===== src/rtl/i2c10_pkg.sv =====
package i2c10_pkg;

    localparam int ADDR_W = 10;
    localparam logic [4:0] HDR_PREFIX = 5'b11110;

    typedef enum logic [1:0] {
        SYM_BIT,
        SYM_START,
        SYM_STOP
    } sym_e;

    typedef enum logic [2:0] {
        SQ_IDLE,
        SQ_START,
        SQ_TX,
        SQ_RSTART,
        SQ_RX,
        SQ_STOP
    } seq_e;

    function automatic logic [7:0] hdr_byte(input logic [1:0] hi, input logic rd);
        return {HDR_PREFIX, hi, rd};
    endfunction

endpackage


===== src/rtl/i2c10_tick.sv =====
module i2c10_tick #(
    parameter int CLK_DIV = 4
) (
    input  logic clk,
    input  logic rst_n,
    input  logic clr_i,
    output logic tick_o
);
    localparam int CW = (CLK_DIV > 1) ? $clog2(CLK_DIV) : 1;
    localparam logic [CW-1:0] LAST = CW'(CLK_DIV - 1);

    typedef struct packed {
        logic [CW-1:0] cnt;
    } tk_t;

    tk_t tk_d, tk_q;
    logic wrap;

    always_comb begin
        wrap      = (tk_q.cnt == LAST);
        tk_d      = tk_q;
        tk_d.cnt  = (clr_i || wrap) ? '0 : tk_q.cnt + CW'(1);
        tick_o    = wrap && !clr_i;
    end

    always_ff @(posedge clk or negedge rst_n) begin
        if (!rst_n) tk_q <= '0;
        else        tk_q <= tk_d;
    end

    generate
        if (CLK_DIV > 1) begin : g_gap
            // quarter phases never shorter than one divider period
            a_r12_tick_gap: assert property (@(posedge clk) disable iff (!rst_n)
                tick_o |=> !tick_o);
        end
    endgenerate

endmodule


===== src/rtl/i2c10_bitio.sv =====
module i2c10_bitio
    import i2c10_pkg::*;
(
    input  logic clk,
    input  logic rst_n,
    input  logic cmd_v_i,
    input  sym_e cmd_k_i,
    input  logic cmd_b_i,
    input  logic tick_i,
    input  logic sda_i,
    output logic clr_o,
    output logic busy_o,
    output logic done_o,
    output logic rxbit_o,
    output logic scl_oe_o,
    output logic sda_oe_o
);
    typedef struct packed {
        logic       busy;
        sym_e       kind;
        logic       bitv;
        logic [1:0] ph;
        logic       scl_oe;
        logic       sda_oe;
        logic       rxbit;
        logic       done;
    } bx_t;

    bx_t bx_d, bx_q;

    // returns {scl_oe, sda_oe} for a phase of a symbol
    function automatic logic [1:0] lv(input sym_e k, input logic b,
                                      input logic [1:0] p, input logic scl_now);
        logic [1:0] r;
        case (k)
            SYM_BIT:   r = {(p == 2'd0 || p == 2'd3), ~b};
            SYM_START: case (p)
                           2'd0:    r = {scl_now, 1'b0};
                           2'd1:    r = 2'b00;
                           2'd2:    r = 2'b01;
                           default: r = 2'b11;
                       endcase
            default:   case (p)
                           2'd0:    r = 2'b11;
                           2'd1:    r = 2'b01;
                           default: r = 2'b00;
                       endcase
        endcase
        return r;
    endfunction

    always_comb begin
        bx_d      = bx_q;
        bx_d.done = 1'b0;
        clr_o     = !bx_q.busy && cmd_v_i;
        if (clr_o) begin
            bx_d.busy = 1'b1;
            bx_d.kind = cmd_k_i;
            bx_d.bitv = cmd_b_i;
            bx_d.ph   = 2'd0;
            {bx_d.scl_oe, bx_d.sda_oe} = lv(cmd_k_i, cmd_b_i, 2'd0, bx_q.scl_oe);
        end else if (bx_q.busy && tick_i) begin
            if (bx_q.kind == SYM_BIT && bx_q.ph == 2'd2) bx_d.rxbit = sda_i;
            if (bx_q.ph == 2'd3) begin
                bx_d.busy = 1'b0;
                bx_d.done = 1'b1;
            end else begin
                bx_d.ph = bx_q.ph + 2'd1;
                {bx_d.scl_oe, bx_d.sda_oe} = lv(bx_q.kind, bx_q.bitv, bx_q.ph + 2'd1, bx_q.scl_oe);
            end
        end
    end

    always_ff @(posedge clk or negedge rst_n) begin
        if (!rst_n) bx_q <= '{busy: 1'b0, kind: SYM_BIT, bitv: 1'b1, ph: 2'd0,
                              scl_oe: 1'b0, sda_oe: 1'b0, rxbit: 1'b1, done: 1'b0};
        else        bx_q <= bx_d;
    end

    assign busy_o   = bx_q.busy;
    assign done_o   = bx_q.done;
    assign rxbit_o  = bx_q.rxbit;
    assign scl_oe_o = bx_q.scl_oe;
    assign sda_oe_o = bx_q.sda_oe;

    // with SCL released on both cycles, an SDA change belongs to START or STOP
    a_r10_sda_while_scl_high: assert property (@(posedge clk) disable iff (!rst_n)
        (!bx_q.scl_oe && !$past(bx_q.scl_oe) && (bx_q.sda_oe != $past(bx_q.sda_oe)))
        |-> (bx_q.kind != SYM_BIT));

endmodule


===== src/rtl/i2c10_rd_master.sv =====
module i2c10_rd_master
    import i2c10_pkg::*;
#(
    parameter int CLK_DIV = 4,
    parameter int CNT_W   = 8
) (
    input  logic                 clk,
    input  logic                 rst_n,
    input  logic                 go_i,
    input  logic [ADDR_W-1:0]    tgt_addr_i,
    input  logic [CNT_W-1:0]     nbytes_i,
    input  logic                 sda_i,
    output logic                 scl_oe_o,
    output logic                 sda_oe_o,
    output logic                 busy_o,
    output logic                 nak_o,
    output logic [7:0]           rx_data_o,
    output logic                 rx_valid_o,
    output logic                 tx_irq_o,
    output logic                 rx_irq_o
);
    localparam logic [CNT_W-1:0] ONE = CNT_W'(1);

    typedef struct packed {
        seq_e              st;
        logic [1:0]        hdr;
        logic [3:0]        bitn;
        logic [7:0]        sh;
        logic [ADDR_W-1:0] addr;
        logic [CNT_W-1:0]  left;
        logic              nak;
        logic              busy;
        logic              cmd_v;
        sym_e              cmd_k;
        logic              cmd_b;
        logic              tx_irq;
        logic              rx_irq;
        logic              rx_v;
        logic [7:0]        rx_data;
    } sq_t;

    sq_t sq_d, sq_q;

    logic tick, tk_clr, eng_busy, eng_done, eng_rxbit;
    logic       load_en;
    logic [7:0] load_byte;

    i2c10_tick #(.CLK_DIV(CLK_DIV)) u_tick (
        .clk(clk), .rst_n(rst_n), .clr_i(tk_clr), .tick_o(tick)
    );

    i2c10_bitio u_bit (
        .clk(clk), .rst_n(rst_n),
        .cmd_v_i(sq_q.cmd_v), .cmd_k_i(sq_q.cmd_k), .cmd_b_i(sq_q.cmd_b),
        .tick_i(tick), .sda_i(sda_i),
        .clr_o(tk_clr), .busy_o(eng_busy), .done_o(eng_done), .rxbit_o(eng_rxbit),
        .scl_oe_o(scl_oe_o), .sda_oe_o(sda_oe_o)
    );

    always_comb begin
        sq_d        = sq_q;
        sq_d.cmd_v  = 1'b0;
        sq_d.tx_irq = 1'b0;
        sq_d.rx_irq = 1'b0;
        sq_d.rx_v   = 1'b0;
        load_en     = 1'b0;
        load_byte   = '0;
        case (sq_q.st)
            SQ_IDLE: if (go_i) begin
                sq_d.st    = SQ_START;
                sq_d.busy  = 1'b1;
                sq_d.nak   = 1'b0;
                sq_d.addr  = tgt_addr_i;
                sq_d.left  = (nbytes_i == '0) ? ONE : nbytes_i;
                sq_d.cmd_v = 1'b1;
                sq_d.cmd_k = SYM_START;
            end
            SQ_START: if (eng_done) begin
                sq_d.st   = SQ_TX;
                sq_d.hdr  = 2'd0;
                load_en   = 1'b1;
                load_byte = hdr_byte(sq_q.addr[9:8], 1'b0);
            end
            SQ_TX: if (eng_done) begin
                if (sq_q.bitn < 4'd7) begin
                    sq_d.sh    = {sq_q.sh[6:0], 1'b0};
                    sq_d.bitn  = sq_q.bitn + 4'd1;
                    sq_d.cmd_v = 1'b1;
                    sq_d.cmd_k = SYM_BIT;
                    sq_d.cmd_b = sq_q.sh[6];
                end else if (sq_q.bitn == 4'd7) begin
                    sq_d.bitn  = 4'd8;
                    sq_d.cmd_v = 1'b1;
                    sq_d.cmd_k = SYM_BIT;
                    sq_d.cmd_b = 1'b1;
                end else if (eng_rxbit) begin
                    sq_d.nak   = 1'b1;
                    sq_d.st    = SQ_STOP;
                    sq_d.cmd_v = 1'b1;
                    sq_d.cmd_k = SYM_STOP;
                end else if (sq_q.hdr == 2'd0) begin
                    sq_d.hdr  = 2'd1;
                    load_en   = 1'b1;
                    load_byte = sq_q.addr[7:0];
                end else if (sq_q.hdr == 2'd1) begin
                    sq_d.st    = SQ_RSTART;
                    sq_d.cmd_v = 1'b1;
                    sq_d.cmd_k = SYM_START;
                end else begin
                    sq_d.st    = SQ_RX;
                    sq_d.bitn  = 4'd0;
                    sq_d.cmd_v = 1'b1;
                    sq_d.cmd_k = SYM_BIT;
                    sq_d.cmd_b = 1'b1;
                end
            end
            SQ_RSTART: if (eng_done) begin
                sq_d.st   = SQ_TX;
                sq_d.hdr  = 2'd2;
                load_en   = 1'b1;
                load_byte = hdr_byte(sq_q.addr[9:8], 1'b1);
            end
            SQ_RX: if (eng_done) begin
                sq_d.cmd_v = 1'b1;
                sq_d.cmd_k = SYM_BIT;
                sq_d.cmd_b = 1'b1;
                if (sq_q.bitn < 4'd8) begin
                    sq_d.sh   = {sq_q.sh[6:0], eng_rxbit};
                    sq_d.bitn = sq_q.bitn + 4'd1;
                    if (sq_q.bitn == 4'd7) begin
                        sq_d.rx_data = {sq_q.sh[6:0], eng_rxbit};
                        sq_d.rx_v    = 1'b1;
                        sq_d.rx_irq  = 1'b1;
                        sq_d.cmd_b   = (sq_q.left == ONE);
                    end
                end else if (sq_q.left == ONE) begin
                    sq_d.st    = SQ_STOP;
                    sq_d.cmd_k = SYM_STOP;
                end else begin
                    sq_d.left = sq_q.left - ONE;
                    sq_d.bitn = 4'd0;
                end
            end
            SQ_STOP: if (eng_done) begin
                sq_d.st   = SQ_IDLE;
                sq_d.busy = 1'b0;
            end
            default: sq_d.st = SQ_IDLE;
        endcase
        if (load_en) begin
            sq_d.sh     = load_byte;
            sq_d.bitn   = 4'd0;
            sq_d.cmd_v  = 1'b1;
            sq_d.cmd_k  = SYM_BIT;
            sq_d.cmd_b  = load_byte[7];
            sq_d.tx_irq = 1'b1;
        end
    end

    always_ff @(posedge clk or negedge rst_n) begin
        if (!rst_n) sq_q <= '{st: SQ_IDLE, hdr: 2'd0, bitn: 4'd0, sh: 8'd0, addr: '0,
                              left: '0, nak: 1'b0, busy: 1'b0, cmd_v: 1'b0, cmd_k: SYM_BIT,
                              cmd_b: 1'b1, tx_irq: 1'b0, rx_irq: 1'b0, rx_v: 1'b0,
                              rx_data: 8'd0};
        else        sq_q <= sq_d;
    end

    assign busy_o     = sq_q.busy;
    assign nak_o      = sq_q.nak;
    assign rx_data_o  = sq_q.rx_data;
    assign rx_valid_o = sq_q.rx_v;
    assign tx_irq_o   = sq_q.tx_irq;
    assign rx_irq_o   = sq_q.rx_irq;

    // a command during a transaction leaves the latched address alone
    a_r11_go_ignored: assert property (@(posedge clk) disable iff (!rst_n)
        (sq_q.busy && go_i) |=> $stable(sq_q.addr));

    // busy only drops when the STOP symbol has finished
    a_r6_busy_ends_at_stop: assert property (@(posedge clk) disable iff (!rst_n)
        $fell(sq_q.busy) |-> $past(sq_q.st == SQ_STOP));

    // the sequencer never hands a symbol to a busy bit engine
    a_r6_cmd_to_idle_engine: assert property (@(posedge clk) disable iff (!rst_n)
        sq_q.cmd_v |-> !eng_busy);

    // an address NAK always leads into the STOP state
    a_r9_nak_goes_stop: assert property (@(posedge clk) disable iff (!rst_n)
        $rose(sq_q.nak) |-> (sq_q.st == SQ_STOP));

    // transmit and receive interrupts never coincide
    a_r7_irq_exclusive: assert property (@(posedge clk) disable iff (!rst_n)
        $onehot0({sq_q.tx_irq, sq_q.rx_irq}));

    // a received byte is presented only while the answer bit is pending
    a_r8_valid_in_rx: assert property (@(posedge clk) disable iff (!rst_n)
        sq_q.rx_v |-> (sq_q.st == SQ_RX && sq_q.bitn == 4'd8));

endmodule


===== config.mk =====
export PLATFORM = sky130hd
export DESIGN_NAME = i2c10_rd_master
export DESIGN_NICKNAME = d
export VERILOG_FILES = /design/src/rtl/i2c10_pkg.sv /design/src/rtl/i2c10_tick.sv /design/src/rtl/i2c10_bitio.sv /design/src/rtl/i2c10_rd_master.sv
export SDC_FILE = /design/constraint.sdc
export NUM_CORES = 1
export LEC_CHECK = 0
export BUFFER_PORTS_ARGS = -buffer_cell sky130_fd_sc_hd__buf_2
export CORE_ASPECT_RATIO = 0.9
export CORE_MARGIN = 3
export CORE_UTILIZATION = 58
export DETAILED_ROUTE_END_ITERATION = 10
export PLACE_DENSITY = 0.79
export SETUP_SLACK_MARGIN = 0.02
export SYNTH_ARGS = -nofsm -noshare
export SYNTH_HDL_FRONTEND = slang
export SYNTH_SLANG_ARGS = --single-unit

===== constraint.sdc =====
create_clock -name clk -period 2.35 [get_ports clk]
set_input_delay 0.47 -clock clk [delete_from_list [all_inputs] [get_ports clk]]
set_output_delay 0.47 -clock clk [all_outputs]
set_load 0.1 [all_outputs]

# Yosys cells after proc, flatten, opt, wreduce, memory -nomap -nowiden
# Cells that the tools add are included.
dict set report word_totals {
  regBits 63
  in_bits 22
  output_inout_bits 15
  elab_cells 205
}
dict set report classes {
  bitwise 3
  eq_ne 44
  muxes 90
  magnitude_cmp 2
  n_reduce_logical 38
  add_sub_neg 4
}
# op n
set ops {}
lappend ops {{$mux W8} 13}
lappend ops {{$mux W4} 13}
lappend ops {{$mux W10} 4}
lappend ops {{$mux W3} 9}
lappend ops {{$mux W5} 5}
lappend ops {{$mux W12} 2}
lappend ops {{$pmux W12 S2} 1}
lappend ops {{$pmux W8 S3} 1}
lappend ops {{$mux W1} 22}
lappend ops {{$ne A2 B2 Y1 const B} 10}
lappend ops {{$pmux W3 S6} 1}
lappend ops {{$mux W17} 1}
lappend ops {{$pmux W8 S2} 1}
lappend ops {{$ne A5 B5 Y1 const B} 3}
lappend ops {{$reduce_and A5 Y1} 3}
lappend ops {{$mux W13} 1}
lappend ops {{$mux W6} 2}
lappend ops {{$ne A2 B1 Y1 const B} 6}
lappend ops {{$ne A3 B3 Y1 const B} 4}
lappend ops {{$pmux W2 S2} 3}
lappend ops {{$pmux W2 S3} 2}
lappend ops {{$reduce_and A6 Y1} 2}
lappend ops {{$reduce_and A11 Y1} 1}
lappend ops {{$eq A2 B2 Y1 const B} 5}
lappend ops {{other kinds (33)} 66}

# Longest topological paths before layout
# Gate-level depths: netlist of run 1.
dict set report depth {
  word_depth 9
  mapped_depth 8
  depth_no_buf 6
}

# By module
# A second synthesis of run 1 with hierarchy kept.
dict set report unflattened {
  hier_cells 331
  hier_area_um2 3319.4
}
# module area_per_inst_um2 seq_area_each_um2 n_inst cells_each
set by_module_without_submodules {}
lappend by_module_without_submodules {i2c10_rd_master 2690.1 1252.5 1 270}
lappend by_module_without_submodules {i2c10_bitio 543.0 252.7 1 55}
lappend by_module_without_submodules {i2c10_tick 86.3 50.0 1 6}

# Least setup slack after synthesis of run 1
# No wires, ideal clock.
dict set report synth_path {
  path_type {reg2reg}
  startpoint {register sq_q[49] (netlist name)}
  endpoint {register sq_q, in the netlist rx_data_o[0]}
  t_arrival_ns 1.703
  required_ns 2.225
  period_less_slack_ns 1.828
  stages_incl_launch_ff 6
  setup_time_ns 0.125
  setup_slack_ns 0.522
  n_path_buf 2
  cell_sequence {dfrtp_1 > buf_6 > or3b_1 > buf_6 > nor3_4 > mux2_2}
}
dict set report synth_between {
  elab_chain_len 2
}
# element line
set synth_rtl {}
lappend synth_rtl {{start: declaration} i2c10_rd_master.sv:42} ;# sq_t sq_d, sq_q;
lappend synth_rtl {{start signal: assignment} i2c10_rd_master.sv:161} ;# if (!rst_n) sq_q <= '{st: SQ_IDLE, hdr: 2'd0, bitn: 4'd0, sh: 8'd0, addr: '0,
lappend synth_rtl {{start signal: assignment} i2c10_rd_master.sv:165} ;# else sq_q <= sq_d;
lappend synth_rtl {{$eq A3 B3 Y1} i2c10_rd_master.sv:68} ;# case (sq_q.st)
lappend synth_rtl {{$reduce_and A4 Y1 (no line)} -}
# No other way between the ends.
# A chain may end at the register's enable or synchronous reset.

# Final worst setup path of run 1
dict set report layout_path {
  startpoint {register sq_q[51] (netlist name)}
  endpoint {register sq_q, in the netlist rx_data_o[4]}
}
# Same word-level chain as after synthesis.

==> results of run 1 <==
## metrics by stage
step                std cells  hold WS [ns]  worst slack [ns]  util [%]
floorplan                 327         0.174             0.522         -
global placement          416         0.429             0.270      65.6
detailed placement        416         0.441             0.206      65.6
CTS                       432         0.109             0.201      69.3
global route              432         0.118            0.0827      69.3
finish                    432         0.101             0.166      69.3
## cell families after synthesis
logic type                 after synthesis
adders and majority gates                9
DFF                                     62
xor gates and xnor gates                 1
buffers and inverters                   39
and+or+nand+nor                        101
muxes                                   31
AOI/OAI and AO/OA                       84
## path summary, 6_finish.rpt
| kind | from | to | slack (ns) | depth (start not counted) |
|---|---|---|---|---|
| hold reg to reg | u_tick.tk_q[0] | u_tick.tk_q[0] | 0.45 | 1 |
| min in group clk | tgt_addr_i[3] | sq_q[28] | 0.35 | 2 |
| setup reg to reg | sq_q[51] | rx_data_o[4] | 0.17 | 3 |
| max in group asynchronous | rst_n | u_bit.rxbit_o | 1.61 | 2 |
| setup / recovery | sq_q[51] | rx_data_o[4] | 0.17 | 3 |
| hold / removal | rst_n | sq_q[51] | 0.10 | 1 |
## area by class of cell
cell class	instances	area, um^2
Clock buffer	11	141
Inverter	12	45.0
Fill cell	422	1650
Tap cell	67	83.8
Timing Repair Buffer	49	290
Multi-Input combinational cell	226	1560
Clock inverter	5	58.8
Sequential cell	62	1560
## sequential cells by signal, indices dropped and copies added, names as in the netlist
| name | flops |
|---|---|
| nak_o | 1 |
| busy_o | 1 |
| u_bit.bx_q | 5 |
| u_bit.sda_oe_o | 1 |
| u_tick.tk_q | 2 |
| rx_irq_o | 1 |
| u_bit.busy_o | 1 |
| u_bit.done_o | 1 |
| tx_irq_o | 1 |
| u_bit.scl_oe_o | 1 |
| rx_data_o | 8 |
| u_bit.rxbit_o | 1 |
| sq_q | 38 |
## routing by layer
metal | up-vias | track usage [%] | share of wire (%)
met1 | 1266 | 33.5 | 47
met3 | 10 | 6.37 | 6.6
li1 | 1240 | - | -
met5 | - | 0 | 0
met2 | 97 | 34.5 | 46
met4 | 0 | 6.01 | 0.91
## synthesized netlist by cell type (all sizes together) (2+ instances only)
library cell / count / area share (%)
nand3: 6 / 0.90
mux2: 24 / 8.1
a21oi: 22 / 3.4
nor3b: 3 / 1.0
nor3: 14 / 2.6
and2: 2 / 0.38
dfstp: 3 / 2.4
a31oi: 6 / 1.1
ha: 9 / 3.4
o22ai: 4 / 0.75
nor2b: 6 / 1.1
nor2: 28 / 3.2
a32o: 3 / 0.90
inv: 12 / 1.4
nand2b: 2 / 0.38
or3b: 2 / 0.53
nand2: 25 / 2.8
clkbuf: 6 / 0.68
a311oi: 2 / 0.53
a211oi: 3 / 0.83
o21ai: 19 / 2.9
dfrtp: 59 / 44
a211o: 3 / 0.79
buf: 21 / 4.3
mux2i: 7 / 2.1
nand3b: 3 / 0.68
a22oi: 4 / 0.90
o311ai: 2 / 0.53
and3: 3 / 0.57
o21bai: 3 / 0.68
nor4: 4 / 1.2
## power breakdown
group | switching [mW] | internal, mW
Sequential | 0.0169 | 1.09
Combinational | 0.0558 | 0.0383
Clock | 0.426 | 0.519
Total | 0.499 | 1.64
==> summary.md, run 1 <==
### Routing
- **routed wire length per instance** 16.5 um
- **Detailed Route WL** 7.12 mm
- **post-route DRC violation count** 0
- **total via count in the routed design** 2,613
- **number of optimization iterations in the first detailed-route pass** 5
- **drt via density** 6.05
- **ANT nets after route** 0
- **violation count after the first detailed-route iteration** 323

### GRT
- **first-pass GRT wire length** 12.2 mm
- **via count of the first global-routing pass** 2,480
- **overflow left after global routing** 0
- **initial antenna violation count** 0
- **largest net degree at the start of global routing** 43
- **GRT Overall Usage** 23.2%

### Synth
- **number of enable-type register cells in the synthesized netlist** 0
- **largest family of logic cells by synthesized area** compound AO/OA/AOI/OAI gates
- **Primary FF master, synth** sky130_fd_sc_hd__dfrtp_1
- **mapped cell area** 3320 um^2
- **async set-or-reset flop fraction in the synthesized netlist** 100%
- **Gate Count Post-Synth** 327
- **post-synthesis sequential area ratio** 46.8%
- **Avg Synthesized Cell Area** 10.2 um^2
- **Ys Warns** 0
- **Net Count, Synth** 358
- **post-synthesis share of cell area spent on full adders, half adders and majority gates** 3.39%
- **number of distinct library cells after synthesis** 57
- **multiplexer area fraction after synthesis** 10.2%
- **area fraction in compound gates after synthesis** 16.8%
- **xor and xnor fraction of the mapped netlist area** 0.264%
- **simple-gate area share of the yosys netlist** 16.2%
- **number of synthesized register bits** 62

### Final layout
- **most frequent cells in the layout** sky130_fd_sc_hd__dfrtp_1, sky130_fd_sc_hd__buf_2, sky130_fd_sc_hd__nor2_1, sky130_fd_sc_hd__nand2_1, sky130_fd_sc_hd__mux2_2
- **total non-filler cell area in the finished layout** 3730 um^2
- **share of cells above drive strength 1** 27.7%
- **P&R area growth vs syn** 12.3%
- **layout net count** 391
- **Diodes inserted** 0
- **most frequent standard cell in the layout excluding fill and tap cells** sky130_fd_sc_hd__dfrtp_1

### Hold path
- **kind of path behind the tightest hold check** in2async

### Worst setup path
- **CP Buf/Inv Count** 0
- **critical-path cell with the highest stage delay** sky130_fd_sc_hd__or3b_1
- **Largest stage delay, worst path** 0.59 ns
- **critical path arrival** 2.41 ns
- **launching element type of the critical path** flip-flop
- **required time at the endpoint of the critical path** 2.58 ns
- **cell-by-cell listing of the critical path** or3b_1 > nor3_4 > mux2_2
- **critical path's top delay family** simple AND/OR/NAND/NOR gates
- **CP max FO** 14
- **kind of capture point of the worst setup path** flip-flop
- **start-to-end type of the worst setup path** reg2reg

### Placement
- **total cell area at the placement stage** 3530 um^2
- **gpl congestion** 0.937
- **IO Port Bufs** 36
- **post-detail-place hpwl** 5.09 mm

### Timing
- **total negative slack for setup checks** 0 ns
- **setup repair after global routing missed its margin** false
- **Hold Violations, Final** 0
- **max frequency** 458 MHz
- **number of failing setup endpoints in the final timing report** 0
- **final count of pins violating max slew** 0
- **period utilisation layout** 92.9%
- **headroom to the max-slew limit** 56.6%
- **minimum clock period after layout** 2.18 ns
- **Layout Skew** 0.00954 ns
- **pin slew with the least headroom to its limit** 0.634 ns

### Clock tree
- **number of clock sinks** 62
- **TritonCTS clock tree** yes
- **Max H-tree Level** 3
- **number of buffers between clock root and the deepest sink** 2
- **worst-skew pair later-pin latency** 0.34 ns
- **# hold bufs at CTS** 0
- **Clock Pin Slew Worst Setup and Hold Paths** 0.07 ns
- **total of cells resized after clock tree synthesis** 0
- **Root Driver** sky130_fd_sc_hd__clkbuf_8
- **Post-CTS Repair Setup Buffers** 0
- **cts bufs inserted** 9

### Pwr
- **total power draw** 2.14 mW
- **power per cell area** 574 nW/um^2
- **maximum ir drop on the vdd rail** 0.454 mV
- **total leakage power** 1.73 nW

### Floorplan
- **placeable core region** 5380 um^2
- **Die ar.** 6670 um^2
- **die width** 85.8 um
- **I/O pin count** 37
- **number of rows in the core area** 25
- **die height** 77.8 um
- **Starting Density** 61.7%

### Run status
- **status** complete, no violations

### Run
- **max-capacitance violation count** 0

Power figures use the tool's default switching activity.
==> inputs of run 2 (changes only) <==
Settings changed: GPL_TIMING_DRIVEN set to 0.
==> summary.md, run 2 (synthesis gave the netlist of run 1 again) <==
### Final layout
- **share of cells above drive strength 1** 28.6%
- **most frequent standard cell in the layout excluding fill and tap cells** sky130_fd_sc_hd__dfrtp_1
- **fill cell instance count of the final layout** 414
- **Diodes inserted** 0
- **Multi-input gate area** 1560 um^2
- **Finished Core Util** 71.1%
- **most frequent cells in the layout** sky130_fd_sc_hd__dfrtp_1, sky130_fd_sc_hd__buf_2, sky130_fd_sc_hd__nor2_1, sky130_fd_sc_hd__nand2_1, sky130_fd_sc_hd__mux2_2
- **sequential standard cell area** 1560 um^2
- **P&R area growth vs syn** 15.2%
- **top register by number of flip-flops** sq_q
- **Largest register FFs** 38
- **layout net count** 405

### Floorplan
- **I/O pin count** 37
- **Die ar.** 6670 um^2
- **die height** 77.8 um
- **Starting Density** 61.7%
- **number of rows in the core area** 25
- **die width** 85.8 um
- **placeable core region** 5380 um^2

### Routing
- **number of optimization iterations in the first detailed-route pass** 6
- **ANT nets after route** 0
- **Detailed Route WL** 7.48 mm
- **routed wire length per instance** 16.8 um
- **total via count in the routed design** 2,733
- **violation count after the first detailed-route iteration** 348
- **post-route DRC violation count** 0
- **drt via density** 6.14

### Timing
- **setup repair after global routing missed its margin** false
- **Fin Hold WS** 0.192 ns
- **pin slew with the least headroom to its limit** 0.773 ns
- **final count of pins violating max slew** 0
- **minimum clock period after layout** 2.14 ns
- **post-layout worst setup margin** 0.211 ns
- **Layout Skew** 0.00841 ns
- **headroom to the max-slew limit** 48.5%
- **max frequency** 468 MHz
- **Hold Violations, Final** 0
- **total negative slack for setup checks** 0 ns
- **number of failing setup endpoints in the final timing report** 0
- **period utilisation layout** 91.0%

### Placement
- **post-placement setup slack** 0.267 ns
- **post-detail-place hpwl** 5.23 mm
- **IO Port Bufs** 36
- **gpl congestion** 0.891

### Worst setup path
- **Largest stage delay, worst path** 0.54 ns
- **kind of capture point of the worst setup path** flip-flop
- **critical-path cell with the highest stage delay** sky130_fd_sc_hd__dfstp_2
- **critical path arrival** 2.36 ns
- **required time at the endpoint of the critical path** 2.57 ns
- **launching element type of the critical path** flip-flop
- **cell-by-cell listing of the critical path** clkbuf_1 > o21ai_0 > a211oi_1 > a2111oi_1 > mux2_2
- **CP Buf/Inv Count** 1
- **CP max FO** 10
- **critical path's top delay family** compound AO/OA/AOI/OAI gates
- **start-to-end type of the worst setup path** reg2reg

### Pwr
- **power per cell area** 605 nW/um^2
- **total leakage power** 1.79 nW
- **maximum ir drop on the vdd rail** 0.418 mV

### GRT
- **via count of the first global-routing pass** 2,708
- **initial antenna violation count** 0
- **first-pass GRT wire length** 13.0 mm
- **overflow left after global routing** 0
- **largest net degree at the start of global routing** 63
- **GRT Overall Usage** 24.9%

### Clock tree
- **Clock Pin Slew Worst Setup and Hold Paths** 0.07 ns
- **number of clock sinks** 62
- **Root Driver** sky130_fd_sc_hd__clkbuf_8
- **worst-skew pair later-pin latency** 0.34 ns
- **number of buffers between clock root and the deepest sink** 2
- **Max H-tree Level** 3
- **TritonCTS clock tree** yes
- **Post-CTS Repair Setup Buffers** 0
- **cts bufs inserted** 9

### Run status
- **status** complete, no violations

### Run
- **max-capacitance violation count** 0

### Hold path
- **kind of path behind the tightest hold check** in2async

==> run 2: cell types whose count changed in the layout (fill, tap and decap cells not counted), sizes merged <==
cell / before / now
buf: 49 / 57
clkbuf: 11 / 17
bufinv: 1 / 3
clkinvlp: 2 / 0
clkinv: 2 / 1
==> run 2: worst register-to-register path, stage by stage (launching register included) <==
cell	delay, ns
sky130_fd_sc_hd__dfstp_2	0.54
sky130_fd_sc_hd__clkbuf_1	0.42
sky130_fd_sc_hd__o21ai_0	0.24
sky130_fd_sc_hd__a211oi_1	0.39
sky130_fd_sc_hd__a2111oi_1	0.14
sky130_fd_sc_hd__mux2_2	0.29
==> run 2: final cells by class <==
cell class	count	area share, %
multi-input combinational	226	40.7
sequential	62	40.6
timing repair buffer	36	4.77
buffer	27	4.32
clock buffer	11	3.70
clock inverter	4	2.49
tap	67	2.19
inverter	12	1.18
==> run 2: path summary, 6_finish.rpt <==
path | from | depth (start not counted) | slack (ns) | endpoint
max | u_bit.rxbit_o | 5 | 0.21 | sq_q[43]
min | rst_n | 1 | 0.19 | u_bit.scl_oe_o
max reg2reg | u_bit.rxbit_o | 5 | 0.21 | sq_q[43]
min reg2reg | u_tick.tk_q[0] | 1 | 0.44 | u_tick.tk_q[0]
max in group asynchronous | rst_n | 1 | 1.62 | sq_q[13]
min in group clk | tgt_addr_i[6] | 2 | 0.36 | sq_q[31]
==> run 2: what timing repair did <==
| action | 4_1_cts | 5_1_grt |
|---|---|---|
| setup endpoints to repair | 0 | 1 |
| gates resized for setup | 0 | 1 |
| hold endpoints to repair | 0 | 0 |
| hold buffers | 0 | 0 |
==> run 2: where the power goes <==
group	internal (mW)	switching (mW)	total, mW
logic	0.0348	0.0566	0.0915
clock network	0.726	0.398	1.12
registers	1.09	0.0138	1.10
total	1.85	0.468	2.31
==> run 2: through the flow <==
stage	instance area [um^2]	std cells	power (mW)
floorplan	3320	327	1.16
global placement	3590	430	1.21
detailed placement	3590	430	1.21
CTS	3820	445	2.33
global route	3830	445	2.40
finish	3830	445	2.31
==> run 2: layer usage <==
| metal | up-vias | track usage, % | routed length, um |
|---|---|---|---|
| li1 | 1268 | - | - |
| met1 | 1351 | 33.1 | 3190 |
| met2 | 102 | 39.1 | 3670 |
| met3 | 12 | 6.26 | 507 |
| met4 | 0 | 9.81 | 110 |
| met5 | - | 0 | 0 |
==> inputs of run 3 (changes only) <==
Settings changed: CORE_UTILIZATION 58 to 60, PLACE_DENSITY 0.79 to 0.81.
Clock period 2.35 ns to 2.6 ns, I/O delays scaled along.
==> summary.md, run 3 (synthesis gave the netlist of run 1 again) <==
### GRT
- **via count of the first global-routing pass** 2,568
- **overflow left after global routing** 0
- **first-pass GRT wire length** 12.2 mm
- **largest net degree at the start of global routing** 63
- **GRT Overall Usage** 23.4%
- **initial antenna violation count** 0

### Final layout
- **most frequent standard cell in the layout excluding fill and tap cells** sky130_fd_sc_hd__dfrtp_1
- **most frequent cells in the layout** sky130_fd_sc_hd__dfrtp_1, sky130_fd_sc_hd__buf_2, sky130_fd_sc_hd__nor2_1, sky130_fd_sc_hd__nand2_1, sky130_fd_sc_hd__mux2_2
- **layout net count** 405
- **P&R area growth vs syn** 14.1%
- **Largest register FFs** 38
- **top register by number of flip-flops** sq_q
- **share of cells above drive strength 1** 28.5%
- **Diodes inserted** 0

### Timing
- **Hold Violations, Final** 0
- **setup repair after global routing missed its margin** false
- **pin slew with the least headroom to its limit** 0.771 ns
- **final count of pins violating max slew** 0
- **number of failing setup endpoints in the final timing report** 0
- **headroom to the max-slew limit** 48.6%
- **period utilisation layout** 80.7%
- **minimum clock period after layout** 2.10 ns
- **Layout Skew** 0.00539 ns
- **total negative slack for setup checks** 0 ns
- **max frequency** 476 MHz

### Floorplan
- **placeable core region** 5320 um^2
- **die width** 84.4 um
- **I/O pin count** 37
- **die height** 76.6 um
- **Starting Density** 62.5%
- **Die ar.** 6470 um^2
- **number of rows in the core area** 25

### Clock tree
- **Root Driver** sky130_fd_sc_hd__clkbuf_8
- **Max H-tree Level** 3
- **Clock Pin Slew Worst Setup and Hold Paths** 0.07 ns
- **cts bufs inserted** 9
- **Post-CTS Repair Setup Buffers** 0
- **worst-skew pair later-pin latency** 0.34 ns
- **number of clock sinks** 62
- **TritonCTS clock tree** yes
- **# hold bufs at CTS** 0
- **number of buffers between clock root and the deepest sink** 2
- **total of cells resized after clock tree synthesis** 0

### Placement
- **post-detail-place hpwl** 5.02 mm
- **gpl congestion** 0.908
- **IO Port Bufs** 36

### Hold path
- **kind of path behind the tightest hold check** in2async

### Worst setup path
- **launching element type of the critical path** flip-flop
- **critical path arrival** 2.32 ns
- **kind of capture point of the worst setup path** flip-flop
- **CP max FO** 10
- **Largest stage delay, worst path** 0.53 ns
- **R2R cell count** 5
- **required time at the endpoint of the critical path** 2.82 ns
- **cell-by-cell listing of the critical path** clkbuf_1 > o21ai_0 > a211oi_1 > a2111oi_0 > mux2_2
- **critical-path cell with the highest stage delay** sky130_fd_sc_hd__dfstp_2
- **start-to-end type of the worst setup path** reg2reg

### Routing
- **post-route DRC violation count** 0
- **violation count after the first detailed-route iteration** 284
- **total via count in the routed design** 2,641
- **drt via density** 5.92
- **Detailed Route WL** 7.19 mm
- **routed wire length per instance** 16.1 um
- **ANT nets after route** 0
- **number of optimization iterations in the first detailed-route pass** 6

### Pwr
- **total power draw** 1.95 mW
- **maximum ir drop on the vdd rail** 0.419 mV
- **total leakage power** 1.77 nW
- **power per cell area** 513 nW/um^2

### Run status
- **status** complete, no violations

### Run
- **max-capacitance violation count** 0

==> run 3: cell types whose count changed in the layout (fill, tap and decap cells not counted), sizes merged <==
cell / delta
bufinv: -2
clkbuf: +2
clkinv: +1
==> run 3: layer usage <==
layer	share of wire, %	up-vias	wire length (um)	track usage, %
li1	-	1270	-	-
met1	45	1272	3220	32.4
met2	48	91	3430	36.2
met3	6.5	8	469	6.92
met4	1.0	0	72	6.65
met5	0	-	0	0
==> run 3: layout make-up <==
class	count	area (um^2)
clock buffers	13	159
flip-flops and latches	62	1560
well taps	67	83.8
multi-input cells	226	1560
clock inverters	3	43.8
fillers	414	1530
inverters	12	45.0
plain buffers	27	165
repair buffers	36	183
==> run 3: per-stage QoR <==
step | instance area (um^2) | utilization, % | setup WS, ns | std cells | hold slack, ns
finish | 3790 | 71.3 | 0.501 | 446 | 0.233
global route | 3790 | 71.3 | 0.321 | 446 | 0.312
CTS | 3790 | 71.2 | 0.519 | 446 | 0.399
detailed placement | 3590 | 67.4 | 0.548 | 430 | 0.433
global placement | 3590 | 67.4 | 0.549 | 430 | 0.427
floorplan | 3320 | - | 0.756 | 327 | 0.224
==> run 3: final timing paths <==
check | endpoint | from | slack, ns
worst max register to register | sq_q[43] | u_bit.rxbit_o | 0.50
max in group asynchronous | busy_o | rst_n | 1.83
worst min-delay path | sq_q[19] | rst_n | 0.23
worst max-delay path | sq_q[43] | u_bit.rxbit_o | 0.50
min in group clk | sq_q[32] | tgt_addr_i[7] | 0.41
worst min register to register | u_tick.tk_q[0] | u_tick.tk_q[0] | 0.44
==> run 3: power breakdown <==
part           switching (mW)  internal, mW  leakage (nW)
sequential             0.0118         0.981         0.792
combinational          0.0518        0.0314         0.878
clock                   0.373         0.496         0.104
total                   0.437          1.51          1.77
==> run 3: critical path, delay by kind of cell (launching register included) <==
kind,cells,cell delay (ns)
compound gates,3,0.75
buf+inv,1,0.40
flops,1,0.53
mux,1,0.29
